===== src/rtl/nmi_latch_pkg.sv =====
package nmi_latch_pkg;
  localparam int MODE_W = 2;

  typedef enum logic [MODE_W-1:0] {
    SENSE_LVL_LO = 2'd0,
    SENSE_FALL   = 2'd1,
    SENSE_LVL_HI = 2'd2,
    SENSE_RISE   = 2'd3
  } sense_mode_t;
endpackage


===== src/rtl/nmi_sync.sv =====
module nmi_sync #(
  parameter int STAGES = 2
) (
  input  logic clk_i,
  input  logic rst_ni,
  input  logic d_i,
  output logic q_o
);
  logic [STAGES-1:0] chain_q;
  logic [STAGES-1:0] chain_d;

  generate
    if (STAGES == 1) begin : g_single
      assign chain_d = d_i;
    end else begin : g_multi
      assign chain_d = {chain_q[STAGES-2:0], d_i};
    end
  endgenerate

  always_ff @(posedge clk_i or negedge rst_ni) begin
    if (!rst_ni) chain_q <= '0;
    else         chain_q <= chain_d;
  end

  assign q_o = chain_q[STAGES-1];
endmodule


===== src/rtl/nmi_sense.sv =====
module nmi_sense
  import nmi_latch_pkg::*;
(
  input  logic        clk_i,
  input  logic        rst_ni,
  input  logic        lvl_i,
  input  sense_mode_t mode_i,
  output logic        evt_o
);
  // Edge history: always the synchronized level of the previous cycle,
  // so a mode change never creates a false edge.
  logic hist_q;

  always_ff @(posedge clk_i or negedge rst_ni) begin
    if (!rst_ni) hist_q <= 1'b0;
    else         hist_q <= lvl_i;
  end

  always_comb begin
    unique case (mode_i)
      SENSE_LVL_LO: evt_o = ~lvl_i;
      SENSE_FALL:   evt_o = hist_q & ~lvl_i;
      SENSE_LVL_HI: evt_o = lvl_i;
      SENSE_RISE:   evt_o = ~hist_q & lvl_i;
      default:      evt_o = 1'b0;
    endcase
  end
endmodule


===== src/rtl/nmi_hold.sv =====
module nmi_hold (
  input  logic clk_i,
  input  logic rst_ni,
  input  logic set_i,
  input  logic clr_i,
  output logic q_o
);
  logic hold_q;
  logic hold_d;

  // Set dominates clear.
  always_comb begin
    hold_d = hold_q;
    if (clr_i) hold_d = 1'b0;
    if (set_i) hold_d = 1'b1;
  end

  always_ff @(posedge clk_i or negedge rst_ni) begin
    if (!rst_ni) hold_q <= 1'b0;
    else         hold_q <= hold_d;
  end

  assign q_o = hold_q;
endmodule


===== src/rtl/nmi_trigger_latch.sv =====
module nmi_trigger_latch
  import nmi_latch_pkg::*;
#(
  parameter int SYNC_STAGES = 2
) (
  input  logic              clk_i,
  input  logic              rst_ni,
  input  logic              pad_i,
  input  logic [MODE_W-1:0] wr_data_i,
  input  logic              mode_we_i,
  input  logic              pend_we_i,
  input  logic              en_we_i,
  output logic [MODE_W-1:0] mode_o,
  output logic              pending_o,
  output logic              enable_o,
  output logic              irq_o,
  output logic              wake_o
);
  sense_mode_t mode_q, mode_d;
  logic        en_q, en_d;
  logic        pad_sync;
  logic        sense_evt;
  logic        pend_clr;
  logic        latch_q;

  always_comb begin
    mode_d = mode_q;
    if (mode_we_i) mode_d = sense_mode_t'(wr_data_i);
    en_d = en_q;
    if (en_we_i) en_d = wr_data_i[0];
  end

  always_ff @(posedge clk_i or negedge rst_ni) begin
    if (!rst_ni) begin
      mode_q <= SENSE_LVL_LO;
      en_q   <= 1'b0;
    end else begin
      mode_q <= mode_d;
      en_q   <= en_d;
    end
  end

  nmi_sync #(.STAGES(SYNC_STAGES)) u_sync (
    .clk_i  (clk_i),
    .rst_ni (rst_ni),
    .d_i    (pad_i),
    .q_o    (pad_sync)
  );

  nmi_sense u_sense (
    .clk_i  (clk_i),
    .rst_ni (rst_ni),
    .lvl_i  (pad_sync),
    .mode_i (mode_q),
    .evt_o  (sense_evt)
  );

  assign pend_clr = pend_we_i & wr_data_i[0];

  nmi_hold u_hold (
    .clk_i  (clk_i),
    .rst_ni (rst_ni),
    .set_i  (sense_evt),
    .clr_i  (pend_clr),
    .q_o    (latch_q)
  );

  assign mode_o    = mode_q;
  assign enable_o  = en_q;
  assign pending_o = latch_q;
  assign irq_o     = latch_q;
  assign wake_o    = latch_q & en_q;
endmodule


===== config.mk =====
export PLATFORM = sky130hd
export DESIGN_NAME = nmi_trigger_latch
export DESIGN_NICKNAME = d
export VERILOG_FILES = /design/src/rtl/nmi_latch_pkg.sv /design/src/rtl/nmi_sync.sv /design/src/rtl/nmi_sense.sv /design/src/rtl/nmi_hold.sv /design/src/rtl/nmi_trigger_latch.sv
export SDC_FILE = /design/constraint.sdc
export NUM_CORES = 1
export LEC_CHECK = 0
export ABC_AREA = 1
export BUFFER_PORTS_ARGS = -buffer_cell sky130_fd_sc_hd__buf_2
export CELL_PAD_IN_SITES_DETAIL_PLACEMENT = 0
export CELL_PAD_IN_SITES_GLOBAL_PLACEMENT = 1
export CORE_AREA = 4 4 41 43
export DETAILED_ROUTE_END_ITERATION = 8
export DIE_AREA = 0 0 45 47
export GPL_ROUTABILITY_DRIVEN = 0
export HOLD_SLACK_MARGIN = 0.1
export PLACE_DENSITY = 0.57
export RECOVER_POWER = 50
export SYNTH_ARGS = -nofsm -noshare
export SYNTH_HDL_FRONTEND = slang
export SYNTH_SLANG_ARGS = --single-unit

===== constraint.sdc =====
create_clock -name clk_i -period 0.8 [get_ports clk_i]
set_clock_uncertainty 0.1 [all_clocks]
set_input_delay 0.08 -clock clk_i [delete_from_list [all_inputs] [get_ports clk_i]]
set_output_delay 0.08 -clock clk_i [all_outputs]
set_load 0.005 [all_outputs]

* Yosys cells after proc, flatten, opt, wreduce, memory -nomap -nowiden
Cells that the tools add are included.
** Storage, ports and cells
- Word-level logic and storage cells :: 19
- Output and inout bits :: 6
- Bits of input ports :: 8
- Register bits after elaboration :: 7
** Cells by class
- Muxes and demuxes :: 3
- Bitwise gates (word level) :: 6
- Reduce and logical (&&, ||, !) cells :: 2
- Equality and inequality tests :: 3
** Operator list (count)
- $and A1 B1 Y1 :: 4
- $eq A2 B2 Y1 const B :: 2
- $pmux W1 S4 :: 1
- $eq A2 B1 Y1 const B :: 1
- $logic_not A2 Y1 :: 1
- $mux W1 :: 2
- $not A1 Y1 :: 2
- $reduce_bool A2 Y1 :: 1

* Logic depth before layout (Yosys ltp)
Gate-level depths: netlist of the first run.
- Depth after elaboration :: 4
- Mapped depth :: 4
- Gate-level depth less buffers :: 4

* Cells and area by module
From an unflattened synthesis of the first run, not the netlist that was laid out.
** Second synthesis, totals
- Cells, all modules :: 36
- Area, all modules :: 287.8 µm²
** Modules (own cells, without submodules)
- nmi_trigger_latch :: cells each 19, sequential area each 75.1 µm², area an instance 138.9 µm², times used 1
- nmi_sense :: cells each 10, sequential area each 25.0 µm², area an instance 58.8 µm², times used 1
- nmi_sync :: cells each 2, sequential area each 50.0 µm², area an instance 50.0 µm², times used 1
- nmi_hold :: cells each 5, sequential area each 25.0 µm², area an instance 40.0 µm², times used 1

* Least setup slack after synthesis of the first run
Ideal clock, no wire load.
- Path kind :: register to register
- From :: reg mode_q[1], in the netlist mode_o[1]
- To :: reg u_hold.hold_q, in the netlist u_hold.q_o
- Library setup time :: 0.066 ns
- Stages on the path, launching flop included :: 4
- Required time :: 0.634 ns
- Slack :: 0.025 ns
- Data arrival time :: 0.609 ns
- Cells stage by stage :: dfrtp_1 -> nor2_1 -> nand2_1 -> nand3_2
** Between the ends
- Longest elaborated chain between the ends :: 3
- Elaborated cells on any way between the ends :: 7
** RTL lines
- start: declaration :: line nmi_trigger_latch.sv:19 : sense_mode_t mode_q, mode_d;
- start signal: assignment :: line nmi_trigger_latch.sv:38 : mode_q <= mode_d;
- $eq A2 B2 Y1 (tied with other cells) :: line nmi_sense.sv:20 : unique case (mode_i)
- $pmux W1 S4 (*) :: line nmi_sense.sv:20
- $mux W1 / $reduce_bool A2 Y1 (equally long branches)
- end signal: assignment :: line nmi_hold.sv:20 : else hold_q <= hold_d;
- end: declaration :: line nmi_hold.sv:8 : logic hold_q;
Every way passes the cells marked *; elsewhere a longest branch is shown, timed or not.
A chain may end at the register's enable or synchronous reset.

* Worst setup path in the final report of the first run
- From :: reg u_hold.hold_q, in the netlist u_hold.q_o
- To :: out wake_o
** Between the ends
- Longest elaborated chain between the ends :: 1
** RTL lines
- $and A1 B1 Y1 :: line nmi_trigger_latch.sv:72 : assign wake_o = latch_q & en_q;
- end: declaration :: line nmi_trigger_latch.sv:17 : output logic wake_o
No other way between the ends.

==> out/metrics.yaml, run 1 <==
timing:
  rsz0062_at_grt: "true"
  max_slew.worst_pin.slew_ns: 0.390
  hold_viol: 3
  maxSlewHeadroom_pct: 74.0
  hold_ws_ns: -0.0804
  slew_violations: 0
  fin_crit_sh_pct: 128
  fin_ws_ns: -0.226
  final.setup.tns_ns: -1.03
  finalSetupViolCount: 9
  clock.fmax_ghz: 0.975
  fin_crit_ns: 1.03
synthesis:
  synthAdderAreaFrac_pct: 0
  synthSimpleGateAreaFrac_pct: 19.5
  synth_area_leader_cell: "dfrtp_1"
  syn_nets: 36
  synth_mux_area_share_pct: 0
  synthesis.area_um2: 269
  ys_ff_latch: 7
  yosysWarnings: 0
  synth_cell_type_count: 9
  yosys.area_share.xor_xnor_pct: 0
  syn_area_per_cell_um2: 9.61
  synth-seq-area-share_pct: 65.1
  synth.area.top_cells: "dfrtp_1 (65%), nand2_1 (13%), inv_1 (7.0%), nand3_2 (3.7%), o21ai_1 (3.7%)"
  syn_inst: 28
  synth_top_area_share_pct: 65.1
  synth_top_family_by_area: "simple AND/OR/NAND/NOR gates"
  synth-compound-area-share_pct: 5.58
global_route:
  grt_max_degree: 8
  grt_overflow: 0
  grt_antenna_before_repair: 0
  grt_pass1_wl_um: 910
  grt.total_usage_pct: 6.62
  grt_pass1_vias: 231
clock_network:
  postCtsHoldBufs: 2
  clockBufferDepth: 2
  ctsHtreeMaxLevel: 1
  clk_pin_slew_worst_paths_ns: 0.05
  numCtsBuffers: 3
  clock_sinks: 7
  clk_latency_ns: 0.25
  cts_root_buffer: "clkbuf_4"
  tritoncts: "built"
setup_path:
  required_ns: 0.62
  reg2reg_slack_ns: -0.07
  cp_slowest_cell: "dfrtp_1"
  crit_buf_inv: 2
  cp_data_arrival_time_ns: 0.85
  reg2reg_from: "mode_o[1]"
  path_cells: "nand2_1 -> inv_1 -> buf_2"
  critPathTopFamily: "flip-flops"
  r2r_cells: 4
  critical_path.startpoint_type: "flip-flop"
  critPathKind: "reg2out"
  r2r-end: "u_hold.q_o"
  worstPathMaxFanout: 4
  cp_slowest_stage_delay_ns: 0.39
  cp-end-kind: "output pin"
placed_design:
  io_buffers: 13
  dpl.cell_count: 55
  dpl-instance-area_um2: 345
  dp_hpwl_um: 412
cells_and_area:
  multi_input_area_um2: 77.6
  drive_gt1_share_pct: 52.0
  regArea_um2: 175
  fillers: 156
  nNetsFinal: 59
  layout_commonest_cell: "buf_2"
  n_antenna_cell: 0
  instances_no_fill: 65
  design_area_um2: 438
  final_core_util_pct: 33.7
  final_cell_mix: "buf_2 (12), nand2_1 (7), dfrtp_1 (7)"
  area.growth.synth_to_final_pct: 62.8
floorplan:
  ioPinCount: 14
  start_util_pct: 20.7
  fp.coreArea_um2: 1300
  die_area_um2: 2120
  rows: 13
  fp.dieH_um: 47
  die_x_um: 45
drt:
  drc: 0
  avgViaCountPerCell: 3.63
  firstDrtPassIters: 3
  vias: 236
  drtIter0Drc: 2
  wire_per_inst_um: 8.62
  drtAntennaViolNets: 0
  totalWireLength_um: 560
min_path:
  hold_path_end: "enable_o"
  min_path_type: "in2reg"
  hold_depth: 2
  hp-start: "en_we_i"
power_and_ir_drop:
  finalPower_mw: 0.879
  ir_drop_mv: 1.30
  power.leakage_nw: 0.234
  power.density_nw_per_um2: 2010
flow_run:
  max_cap_violations: 0
run_status:
  violations: "negative hold slack, negative setup slack"
  status: "complete, but fails checks"
## cells by family after synthesis
kind of cell / Yosys count
buffers and inverters: 6
AO/OA/AOI/OAI: 3
AND/OR/NAND/NOR: 12
flip-flops: 7
## timing repair
item                       in CTS  in global routing
pin swaps                       4                  0
hold endpoints to repair       12                  4
setup endpoints to repair       7                 10
setup buffers                   3                  1
resized for setup               5                  4
## per-layer routing
metal | up-vias | share of wire [%] | track usage [%]
met4 | 0 | 0 | 1.75
li1 | 128 | - | -
met5 | - | 0 | 0
met1 | 100 | 40 | 6.32
met2 | 8 | 51 | 10.7
met3 | 0 | 9.3 | 5.75
## flip-flops by register name (all words and copies together) (netlist names)
name,count
enable_o,1
mode_o,2
u_hold.q_o,1
u_sense.hist_q,1
u_sync.chain_q,2
## per-stage QoR
step / setup WS [ns] / hold slack [ns]
finish: -0.226 / -0.0804
global placement: -0.0264 / -0.177
detailed placement: -0.0169 / -0.177
CTS: -0.245 / -0.0855
floorplan: 0.0251 / -0.316
global route: -0.294 / -0.0738
## power by group
group	internal [mW]	total (mW)	leakage, nW	switching, mW
Combinational	0.0940	0.164	0.137	0.0701
Clock	0.190	0.312	0.0150	0.122
Sequential	0.384	0.404	0.0820	0.0199
Total	0.668	0.879	0.234	0.212
## synth_stat cells, drive strengths merged
library cell / count
nand3: 2
buf: 1
nor2: 1
nand2: 9
o21ai: 3
inv: 5
dfrtp: 7
## worst max-delay path by stage
stage                    from          to  cells after the start
2_1_floorplan       mode_o[1]  u_hold.q_o                      3
3_3_place_gp   u_sense.hist_q  u_hold.q_o                      4
3_5_place_dp   u_sense.hist_q  u_hold.q_o                      4
4_1_cts            u_hold.q_o      wake_o                      3
5_1_grt            u_hold.q_o      wake_o                      3
6_report           u_hold.q_o      wake_o                      3
## area by class of cell
class                   count  area share (%)
clock buffers               4            6.00
well taps                  15            4.29
flip-flops and latches      7            40.0
repair buffers             19            27.7
inverters                   5            4.29
multi-input cells          15            17.7
## worst reg2reg max path, cell delays in order (launching register included)
cell	delay [ns]
dfrtp_1	0.39
buf_6	0.13
nor2_1	0.07
nand2_1	0.07
nand3_2	0.05
Power figures use the tool's default switching activity.
==> run 2, diff against run 1 <==
- REMOVE_ABC_BUFFERS: default -> 1
==> run 2 against run 1 <==
Final area is 5.1% higher; sequential power barely moved; sequential share of layout area decreased by 2.0 points; count of clock-buffer cells in the layout did not move; routed wire length up 3.8%; the flow still finishes with violations (negative hold slack, negative setup slack); critical endpoint unchanged.
==> out/metrics.yaml, run 2 (synthesis results as in run 1) <==
drt:
  avgViaCountPerCell: 3.86  # +6.4%
  drtAntennaViolNets: 0  # unchanged
  totalWireLength_um: 581  # +3.8%
  drtIter0Drc: 1  # -1
  wire_per_inst_um: 8.80  # +2.2%
  drc: 0  # unchanged
  firstDrtPassIters: 2  # -1
  vias: 255  # +8.1%
placed_design:
  io_buffers: 13  # unchanged
  dp_hpwl_um: 400  # -3.0%
  place_ws_ns: -0.0113  # +0.00561 ns
clock_network:
  tritoncts: "built"
  clockBufferDepth: 2  # unchanged
  postCtsHoldBufs: 4  # +2
  ctsHtreeMaxLevel: 1  # unchanged
  clock_sinks: 7  # unchanged
  numCtsBuffers: 3  # unchanged
  cts_root_buffer: "clkbuf_4"
  clk_latency_ns: 0.25  # about the same
  clk_pin_slew_worst_paths_ns: 0.05  # about the same
timing:
  fin_crit_sh_pct: 130  # +1.8 points
  fin_ws_ns: -0.240  # -0.0140 ns
  finalSetupViolCount: 10  # +1
  hold_ws_ns: -0.0613  # +0.0191 ns
  max_slew.worst_pin.slew_ns: 0.380  # -0.0105 ns
  fin_crit_ns: 1.04  # +0.0140 ns
  slew_violations: 0  # unchanged
  maxSlewHeadroom_pct: 74.7  # +0.70 points
  clock.fmax_ghz: 0.962  # -1.4%
  rsz0062_at_grt: "true"
  hold_viol: 3  # unchanged
power_and_ir_drop:
  power.leakage_nw: 0.239  # +2.3%
  ir_drop_mv: 0.909  # -30%
  power.density_nw_per_um2: 1950  # -3.1%
floorplan:
  start_util_pct: 20.7  # unchanged
  ioPinCount: 14  # unchanged
  fp.dieH_um: 47  # unchanged
  rows: 13  # unchanged
  fp.coreArea_um2: 1300  # unchanged
  die_area_um2: 2120  # unchanged
  die_x_um: 45  # unchanged
min_path:
  min_path_type: "in2reg"
cells_and_area:
  multi_input_area_um2: 87.6  # +13%
  regArea_um2: 175  # unchanged
  fillers: 150  # -3.8%
  n_antenna_cell: 0  # unchanged
  layout_commonest_cell: "buf_2"
  final_cell_mix: "buf_2 (12), dfrtp_1 (7), nand2_1 (6), dlygate4sd3_1 (4)"
  drive_gt1_share_pct: 52.9  # +0.94 points
  final_core_util_pct: 35.4  # +1.7 points
  area.growth.synth_to_final_pct: 71.2
  nNetsFinal: 60  # +1.7%
flow_run:
  max_cap_violations: 0  # unchanged
setup_path:
  cp_data_arrival_time_ns: 0.86  # about the same
  cp-end-kind: "output pin"
  critPathKind: "reg2out"
  crit_buf_inv: 2  # unchanged
  required_ns: 0.62  # about the same
  critPathTopFamily: "flip-flops"
  worstPathMaxFanout: 4  # unchanged
  cp_slowest_cell: "dfrtp_1"
  critical_path.startpoint_type: "flip-flop"
  path_cells: "nand2_1 -> inv_1 -> buf_2"
  cp_slowest_stage_delay_ns: 0.40  # about the same
global_route:
  grt_antenna_before_repair: 0  # unchanged
  grt.total_usage_pct: 7.19  # +0.56 points
  grt_max_degree: 8  # unchanged
  grt_pass1_wl_um: 972  # +6.8%
  grt_overflow: 0  # unchanged
  grt_pass1_vias: 248  # +7.4%
run_status:
  status: "complete, but fails checks"
  violations: "negative hold slack, negative setup slack"
==> run 2: through the flow <==
stage / hold WS, ns / power, mW / setup TNS, ns / cell area [µm²] / std cells
floorplan: -0.316 / 0.452 / 0 / 262 / 27
global placement: -0.177 / 0.521 / -0.0242 / 345 / 55
detailed placement: -0.180 / 0.520 / -0.0113 / 345 / 55
CTS: -0.0671 / 0.907 / -1.19 / 452 / 66
global route: -0.0612 / 0.963 / -1.45 / 460 / 66
finish: -0.0613 / 0.896 / -1.08 / 460 / 66
==> run 2: final timing paths <==
path	cells past startpoint	to	from	slack [ns]
max	3	wake_o	u_hold.q_o	-0.24
min	2	mode_o[0]	mode_we_i	-0.06
max reg2reg	3	u_hold.q_o	mode_o[1]	-0.05
min reg2reg	0	u_sync.chain_q[1]	u_sync.chain_q[0]	0.25
max in group asynchronous	2	u_sense.hist_q	rst_ni	0.18
min in group asynchronous	2	u_hold.q_o	rst_ni	0.15
==> run 2: what timing repair did <==
| action | 4_1_cts | 5_1_grt |
|---|---|---|
| gates resized for setup | 9 | 3 |
| setup endpoints to repair | 7 | 10 |
| pin swaps | 4 | 1 |
| hold endpoints to repair | 12 | 4 |
| setup buffers | 3 | 0 |
==> run 2: layout make-up <==
| type | instances | share of cell area, % |
|---|---|---|
| clock buffers | 4 | 5.71 |
| inverters | 5 | 4.08 |
| multi-input cells | 15 | 19.0 |
| flip-flops and latches | 7 | 38.0 |
| well taps | 15 | 4.08 |
| repair buffers | 20 | 29.1 |
==> run 2: power breakdown <==
| group | total (mW) | internal [mW] | switching, mW |
|---|---|---|---|
| combinational | 0.165 | 0.0939 | 0.0711 |
| clock | 0.326 | 0.191 | 0.135 |
| sequential | 0.406 | 0.383 | 0.0225 |
| total | 0.896 | 0.668 | 0.228 |
==> run 2: layer usage <==
metal | global-route usage, % | routed length [µm]
met1 | 7.28 | 232
met2 | 9.89 | 303
met3 | 3.45 | 45
met4 | 8.77 | 0
met5 | 0 | 0
==> run 3, diff against run 2 <==
- ABC_AREA: 1 -> default
- PLACE_DENSITY: 0.57 -> 0.53
==> run 3 against run 2 <==
The run still ends with negative hold slack, negative setup slack left; sequential share of layout area up 3.9 points; flip-flop and latch count unchanged; sequential power up 2%; critical path depth fell by 1; non-clock buffer count down 3; fmax is 2.9% lower; final area down 9.2%; area after synthesis is 4.7% lower; utilization is 3.3 points lower; global-route usage shrank 1.2 points; first-iteration DRC count unchanged; via count fell by 24%; critical path type unchanged; critical endpoint unchanged; highest routed layer unchanged.
==> out/metrics.yaml, run 3 <==
run_status:
  status: "complete, but fails checks"
  violations: "negative hold slack, negative setup slack"
setup_path:
  critPathKind: "reg2out"
  cp-end-kind: "output pin"
  cp_data_arrival_time_ns: 0.89  # +0.03 ns
  worstPathMaxFanout: 4  # unchanged
  critical_path.startpoint_type: "flip-flop"
  cp_slowest_stage_delay_ns: 0.39  # about the same
  path_cells: "and2_1 -> buf_2"
  reg2reg_from: "mode_o[1]"
  setup.worst_path.start: "u_hold.q_o"
  critPathTopFamily: "flip-flops"
  required_ns: 0.62  # about the same
  cp_slowest_cell: "dfrtp_1"
  crit_buf_inv: 1  # -1
power_and_ir_drop:
  switching_share_pct: 22.4  # -3.1 points
  power.density_nw_per_um2: 2130  # +9.2%
  seq_power_share_pct: 46.5  # +1.2 points
  power.leakage_nw: 0.208  # -13%
  power_frac_clock_pct: 34.5  # -1.8 points
  p_int_mw: 0.689  # +3.2%
  finalPower_mw: 0.889  # -0.88%
  power_frac_comb_pct: 19.0  # +0.6 points
  ir_drop_mv: 0.622  # -32%
  switchingPower_mw: 0.199  # -13%
drt:
  drtAntennaViolNets: 0  # unchanged
  vias: 194  # -24%
  drtIter0Drc: 1  # unchanged
  avgViaCountPerCell: 3.73  # -3.4%
  wire_per_inst_um: 9.98  # +13%
  totalWireLength_um: 519  # -11%
  firstDrtPassIters: 2  # unchanged
  drc: 0  # unchanged
clock_network:
  postCtsHoldBufs: 2  # -2
  cts_root_buffer: "clkbuf_4"
  clk_latency_ns: 0.24  # about the same
  clockBufferDepth: 2  # unchanged
  clk_pin_slew_worst_paths_ns: 0.05  # about the same
  tritoncts: "built"
  numCtsBuffers: 3  # unchanged
  clock_sinks: 7  # unchanged
  ctsHtreeMaxLevel: 1  # unchanged
min_path:
  min_path_type: "in2reg"
  hp-start: "wr_data_i[1]"
timing:
  max_slew.worst_pin.slew_ns: 0.373  # -0.00663 ns
  slew_violations: 0  # unchanged
  rsz0062_at_grt: "true"
  maxSlewHeadroom_pct: 75.1  # +0.44 points
  fin_crit_sh_pct: 134  # +3.8 points
  fin_crit_ns: 1.07  # +0.0307 ns
  hold_ws_ns: -0.0286  # +0.0327 ns
  clock.fmax_ghz: 0.934  # -2.9%
  hold_viol: 2  # -1
  finalSetupViolCount: 10  # unchanged
  fin_ws_ns: -0.271  # -0.0307 ns
synthesis:
  synth_top_area_share_pct: 68.3  # +3.2 points
  syn_inst: 17  # -39%
  synth_ff_type: "dfrtp_1"
  async_flop_share_pct: 100  # unchanged
  yosysWarnings: 0  # unchanged
  synth_most_common_cell: "dfrtp_1"
  synthesis.area_um2: 256  # -4.7%
  synth.area.top_cells: "dfrtp_1 (68%), mux2_1 (13%), xnor2_1 (3.4%), xor2_1 (3.4%), a21o_1 (2.9%)"
  synth_edf_count: 0  # unchanged
  ys_ff_latch: 7  # unchanged
  syn_area_per_cell_um2: 15.1  # +57%
  synth_cell_type_count: 9  # unchanged
  synth_area_leader_cell: "dfrtp_1"
  synthTopCellsByCount: "dfrtp_1 (7), mux2_1 (3)"
  synth-seq-area-share_pct: 68.3  # +3.2 points
global_route:
  grt_pass1_vias: 222  # -10%
  grt_antenna_before_repair: 0  # unchanged
  grt_pass1_wl_um: 848  # -13%
  grt_overflow: 0  # unchanged
  grt.total_usage_pct: 5.98  # -1.2 points
  grt_max_degree: 8  # unchanged
cells_and_area:
  layout_commonest_cell: "buf_2"
  n_antenna_cell: 0  # unchanged
  final_cell_mix: "buf_2 (11), dfrtp_1 (7), mux2_4 (3), clkbuf_4 (3), buf_6 (3)"
  nNetsFinal: 46  # -23%
  drive_gt1_share_pct: 54.1  # +1.1 points
  final_core_util_pct: 32.1  # -3.3 points
  area.growth.synth_to_final_pct: 62.9
placed_design:
  place_ws_ns: -0.232  # -0.220 ns
  io_buffers: 13  # unchanged
floorplan:
  fp.dieH_um: 47  # unchanged
  rows: 13  # unchanged
  ioPinCount: 14  # unchanged
  fp.coreArea_um2: 1300  # unchanged
  start_util_pct: 19.7  # -0.96 points
  die_area_um2: 2120  # unchanged
  die_x_um: 45  # unchanged
flow_run:
  max_cap_violations: 0  # unchanged
run 3: cell types whose count changed after synthesis:
cell | previous run | this run
a21oi_1 | 0 | 1
inv_1 | 5 | 0
nand3_1 | 1 | 0
xnor2_1 | 0 | 1
mux2_1 | 0 | 3
nand3_2 | 1 | 0
o21ai_0 | 1 | 0
o21ai_1 | 2 | 0
xor2_1 | 0 | 1
a21o_1 | 0 | 1
nand2_1 | 9 | 1
nor2_1 | 1 | 0
and2_1 | 0 | 1
run 3: layer usage:
metal / vias to the layer above / share of wire (%) / global-route usage, %
met2: 4 / 62 / 11.9
met4: 0 / 0 / 5.26
met3: 0 / 5.0 / 2.30
li1: 96 / - / -
met5: - / 0 / 0
met1: 94 / 33 / 4.20
run 3: cell families (layout without fill, tap and decap cells):
group                     count (synthesis)  after routing  share of synthesized area, %
DFF                                       7              7                          68.3
muxes                                     3              3                          13.2
AOI/OAI and AO/OA                         2              2                          4.88
xor gates and xnor gates                  2              2                          6.83
and+or+nand+nor                           2              2                          3.90
buffers and inverters                     1             21                          2.93
run 3: per-stage QoR:
step                setup TNS, ns  cells  instance area (µm²)
detailed placement         -0.563     45                  340
finish                      -1.71     52                  418
global placement           -0.478     45                  340
global route                -2.10     52                  418
CTS                         -1.83     52                  419
floorplan                  -0.439     16                  249
run 3: worst paths after layout:
check                                    end  slack [ns]  depth (start not counted)
max in group asynchronous           enable_o        0.18                          2
max reg2reg                       u_hold.q_o       -0.21                          3
min reg2reg                u_sync.chain_q[1]        0.25                          0
min                                mode_o[1]       -0.03                          2
min in group asynchronous     u_sense.hist_q        0.16                          2
max                                   wake_o       -0.27                          2
run 3: what timing repair did:
| action | in CTS | in global routing |
|---|---|---|
| gates resized for setup | 6 | 0 |
| setup endpoints to repair | 10 | 10 |
| pin swaps | 2 | 0 |
| buffers inserted | 1 | 0 |
| endpoints found under the hold margin | 12 | 4 |
run 3: power groups by stage:
stage | Combinational (mW) | Clock, mW | Sequential [mW]
4_1_cts | 0.174 | 0.326 | 0.414
5_1_grt | 0.183 | 0.353 | 0.420
6_report | 0.169 | 0.307 | 0.414
2_1_floorplan | 0.0426 | 0 | 0.421
3_3_place_gp | 0.127 | 0 | 0.416
3_5_place_dp | 0.130 | 0 | 0.419
run 3: layout make-up:
cell class	count	area, µm²
Fill cell	151	883
Multi-Input combinational cell	9	85.1
Clock buffer	4	26.3
Tap cell	15	18.8
Sequential cell	7	175
Timing Repair Buffer	17	113
